## config.mk

```make
export PLATFORM = sky130hd
export DESIGN_NAME = uart_dma_ready
export DESIGN_NICKNAME = d
export VERILOG_FILES = /design/src/rtl/uart_dma_ready.sv
export SDC_FILE = /design/constraint.sdc
export NUM_CORES = 1
export LEC_CHECK = 0
export ABC_AREA = 0
export CELL_PAD_IN_SITES_DETAIL_PLACEMENT = 1
export CELL_PAD_IN_SITES_GLOBAL_PLACEMENT = 1
export CORE_AREA = 2 2 39 41
export DETAILED_ROUTE_END_ITERATION = 8
export DIE_AREA = 0 0 41 43
export GPL_TIMING_DRIVEN = 0
export PLACE_DENSITY_LB_ADDON = 0.1
export SLEW_MARGIN = 20
export SYNTH_ARGS = -nofsm -noshare
export SYNTH_HDL_FRONTEND = slang
export SYNTH_SLANG_ARGS = --single-unit
```

## constraint.sdc

```tcl
create_clock -name clk -period 1.25 [get_ports clk]
set_input_delay 0.25 -clock clk [delete_from_list [all_inputs] [get_ports clk]]
set_output_delay 0.25 -clock clk [all_outputs]
set_load 0.01 [all_outputs]
```

## src/rtl/uart_dma_ready.sv

```systemverilog
module uart_dma_ready #(
  parameter int FIFO_DEPTH = 16,
  parameter int CNT_W      = $clog2(FIFO_DEPTH + 1)
) (
  input  logic             clk,
  input  logic             rst,
  input  logic             fifo_en,
  input  logic             dma_sel,
  input  logic [CNT_W-1:0] rx_count,
  input  logic             rx_hold_full,
  input  logic             rx_trig_hit,
  input  logic             rx_timeout,
  input  logic [CNT_W-1:0] tx_count,
  input  logic             tx_hold_empty,
  output logic             rx_req_n,
  output logic             tx_req_n
);

  localparam logic [CNT_W-1:0] FULL_CNT = CNT_W'(FIFO_DEPTH);

  logic multi, multi_q, style_chg;
  logic rx_have, tx_empty, tx_full, rx_start;
  logic rx_act, tx_act;

  assign multi     = fifo_en & dma_sel;
  assign style_chg = multi ^ multi_q;
  assign rx_have   = fifo_en ? (rx_count != '0) : rx_hold_full;
  assign tx_empty  = fifo_en ? (tx_count == '0) : tx_hold_empty;
  assign tx_full   = fifo_en & (tx_count >= FULL_CNT);
  assign rx_start  = rx_trig_hit | rx_timeout;

  always_ff @(posedge clk) begin
    if (rst) begin
      multi_q <= 1'b0;
      rx_act  <= 1'b0;
      tx_act  <= 1'b0;
    end else begin
      multi_q <= multi;
      if (!multi) begin
        rx_act <= rx_have;
        tx_act <= tx_empty;
      end else if (style_chg) begin
        rx_act <= rx_have & rx_start;
        tx_act <= tx_empty;
      end else begin
        rx_act <= rx_have & (rx_act | rx_start);
        tx_act <= !tx_full & (tx_act | tx_empty);
      end
    end
  end

  assign rx_req_n = ~rx_act;
  assign tx_req_n = ~tx_act;

  assert_reset_idle_R1: assert property (@(posedge clk)
    rst |=> (rx_req_n && tx_req_n));

  assert_single_rx_follow_R3: assert property (@(posedge clk) disable iff (rst)
    !multi |=> (rx_req_n == !$past(rx_have)));

  assert_multi_rx_needs_cause_R4: assert property (@(posedge clk) disable iff (rst)
    (multi && rx_req_n && !rx_start) |=> rx_req_n);

  assert_multi_rx_hold_R5: assert property (@(posedge clk) disable iff (rst)
    (multi && !style_chg && !rx_req_n && rx_have) |=> !rx_req_n);

  assert_multi_rx_release_R5: assert property (@(posedge clk) disable iff (rst)
    (multi && !rx_have) |=> rx_req_n);

  assert_single_tx_follow_R6: assert property (@(posedge clk) disable iff (rst)
    (!multi && !tx_empty) |=> tx_req_n);

  assert_multi_tx_full_R7: assert property (@(posedge clk) disable iff (rst)
    (multi && tx_full) |=> tx_req_n);

  assert_multi_tx_stay_off_R7: assert property (@(posedge clk) disable iff (rst)
    (multi && !style_chg && tx_req_n && !tx_empty) |=> tx_req_n);

endmodule

```

==> summary.txt <==
Clock network
  • CTS tree: yes
  • CTS Hold Bufs: 0
  • CTS buffer count: 3
  • Clock transition at path regs: 0.04 ns
  • H-tree depth: 1
  • Clk root buf: clkbuf_4
  • Clk Latency, worst-skew pair: 0.22 ns
  • CTS sink cnt: 3
  • Clock Path Buffers: 2

STA
  • Setup-failing EPs final: 0
  • RSZ-0062 raised after global routing: false
  • Layout Skew: 0.000403 ns
  • Min Hold Slack: 0.327 ns
  • Final hold violations: 0
  • Tcrit/Tclk final: 0.914
  • F_max: 0.876 GHz
  • Slew HR: 0.724
  • Final critical-path required period: 1.14 ns
  • Worst-margin pin slew: 0.413 ns
  • Final Max Slew Viols: 0

GRT
  • Initial antenna violation count: 0
  • Vias in the first global route: 224
  • Global-route usage over all layers: 0.0741
  • Largest net degree at the start of global routing: 8
  • First-pass GRT wire length: 897 um
  • Grt total ovfl: 0

Floorplan
  • DIE HEIGHT: 43 um
  • Rows: 14
  • Placeable Area: 1380 um^2
  • I/O pin total: 20
  • Die area: 1760 um^2
  • Die span in x: 41 um
  • Initial Util: 0.108

Detailed routing
  • Post-Route WL: 613 um
  • Final antenna-violating net count: 0
  • DRC Markers: 0
  • 1st-pass router iterations: 1
  • DR vias/cell: 4.05
  • Detailed Route Iter0 Violations: 0
  • DR vias: 227
  • Drt wl/cell: 10.9 um

Final layout
  • Fraction of layout cells with a size suffix above 1: 0.250
  • Multi-input gate area: 113 um^2
  • Fin area: 417 um^2
  • Nets@finish: 59
  • Reg area: 60.1 um^2
  • Antenna cells: 0
  • Most frequent cells in the layout: clkdlybuf4s50_1 (13), clkbuf_4 (3), dlymetal6s2s_1 (3), dfxtp_1 (3)
  • Syn-to-layout area delta: 178%
  • FILL cells: 163
  • Commonest non-fill, non-tap cell in the layout: clkdlybuf4s50_1

Yosys
  • Syn Area/Cell: 8.83 um^2
  • Mapped Area: 150 um^2
  • Yosys top cell by area: dfxtp_1
  • Ys Warns: 0
  • Synth top area cells: dfxtp_1 (40%), nor4_1 (8.3%), nor3_2 (6.7%)
  • Flops & latches, synth: 3
  • Post-synth cell types: 11
  • Seq/Total Area, Yosys: 0.400
  • Gate Count Post-Synth: 17
  • Post-synth top area share: 0.400
  • Syn Nets: 35

Run status
  • Run status: complete, no violations

Worst setup path
  • Crit-path cells: clkdlybuf4s50_1, nand2_1, a2111oi_1, nor4_2
  • WP depth: 4
  • Delay-heaviest family, CP: buffers and inverters
  • Crit path launch type: input port
  • Setup crit end kind: register
  • Reg-to-reg startpoint: multi_q
  • Worst path buffer plus inverter count: 1
  • Crit path DAT: 1.24 ns
  • CP endpoint: rx_act
  • CP Data Required Time: 1.35 ns
  • WS Path Type: in -> reg
  • Crit-path max FO: 2
  • R2R Setup Slk: 0.27 ns
  • Worst reg-to-reg path cell count: 2
  • Max incr delay on CP: 0.48 ns
  • Slowest cell on crit path: clkdlybuf4s50_1
  • Crit. Startpoint: dma_sel
  • Reg-to-reg endpoint: rx_act

Power and ir drop
  • Pwr dens: 840 nW/um^2
  • Max VDD drop: 0.304 mV
  • Static Leakage: 0.174 nW

Placement
  • Cell Area, Placed: 360 um^2
  • Post-DP HPWL: 491 um
  • Port buffer count: 19
  • GPL Wtd Cong: 0.654

Flow run
  • Max-cap violation count: 0

Min path
  • Hold Path Class: in -> reg
[repair_timing]
| item | CTS | global route |
|---|---|---|
| pin swaps | 1 | 3 |
| gates resized for setup | 3 | 11 |
| setup endpoints to repair | 4 | 2 |
| setup buffers | 0 | 0 |
[layout make-up]
class,instances,area share
Timing Repair Buffer,19,0.456
Clock buffer,4,0.0631
Tap cell,16,0.0480
Inverter,2,0.0180
Multi-Input combinational cell,12,0.270
Sequential cell,3,0.144
[state kept, by name (all words and copies together), names as in the netlist]
register  cells
multi_q       1
rx_act        1
tx_act        1
[kinds of logic after synthesis]
kind of cell	share of synthesized area
AO/OA/AOI/OAI	0.175
AND/OR/NAND/NOR	0.375
buffers and inverters	0.0500
flip-flops	0.400
[power breakdown]
group          switching (mW)  internal [mW]
clock                  0.0437          0.119
combinational          0.0263         0.0564
sequential            0.00270          0.102
[layer usage]
metal	GRT usage	share of wire	wire length, um	vias up
li1	-	-	-	110
met2	0.131	0.56	342	10
met3	0	0.083	51	0
met4	0.0400	0	0	0
met5	0	0	0	-
met1	0.0831	0.36	219	107
[worst min path at each step]
stage | startpoint | endpoint | slack (ns) | cells past startpoint
final | fifo_en | tx_act | 0.33 | 2
after detailed placement | tx_act | tx_act | 0.61 | 2
after floorplan | rst | multi_q | 0.32 | 1
after global routing | fifo_en | tx_act | 0.35 | 2
after CTS | fifo_en | multi_q | 0.52 | 3
after global placement | tx_act | tx_act | 0.58 | 2
[cell usage after synthesis, drive strengths merged]
master and number:
inv 2, a2111oi 1, and2b 1, nor4 2, nor3 1, or4b 1
a41oi 1, nand2 2, dfxtp 3, a221oi 1, nor2 2
[metrics by stage]
stage | utilization | total power, mW | instances | setup WS (ns) | TNS (ns)
after floorplan | - | 0.118 | 17 | 0.192 | 0
after global placement | 0.260 | 0.184 | 52 | -0.396 | -0.618
after detailed placement | 0.260 | 0.186 | 52 | -0.394 | -0.640
after CTS | 0.277 | 0.351 | 56 | -0.00238 | -0.00238
after global routing | 0.301 | 0.378 | 56 | 0.0352 | 0
final | 0.301 | 0.350 | 56 | 0.108 | 0
(Power assumes the default switching activity.)
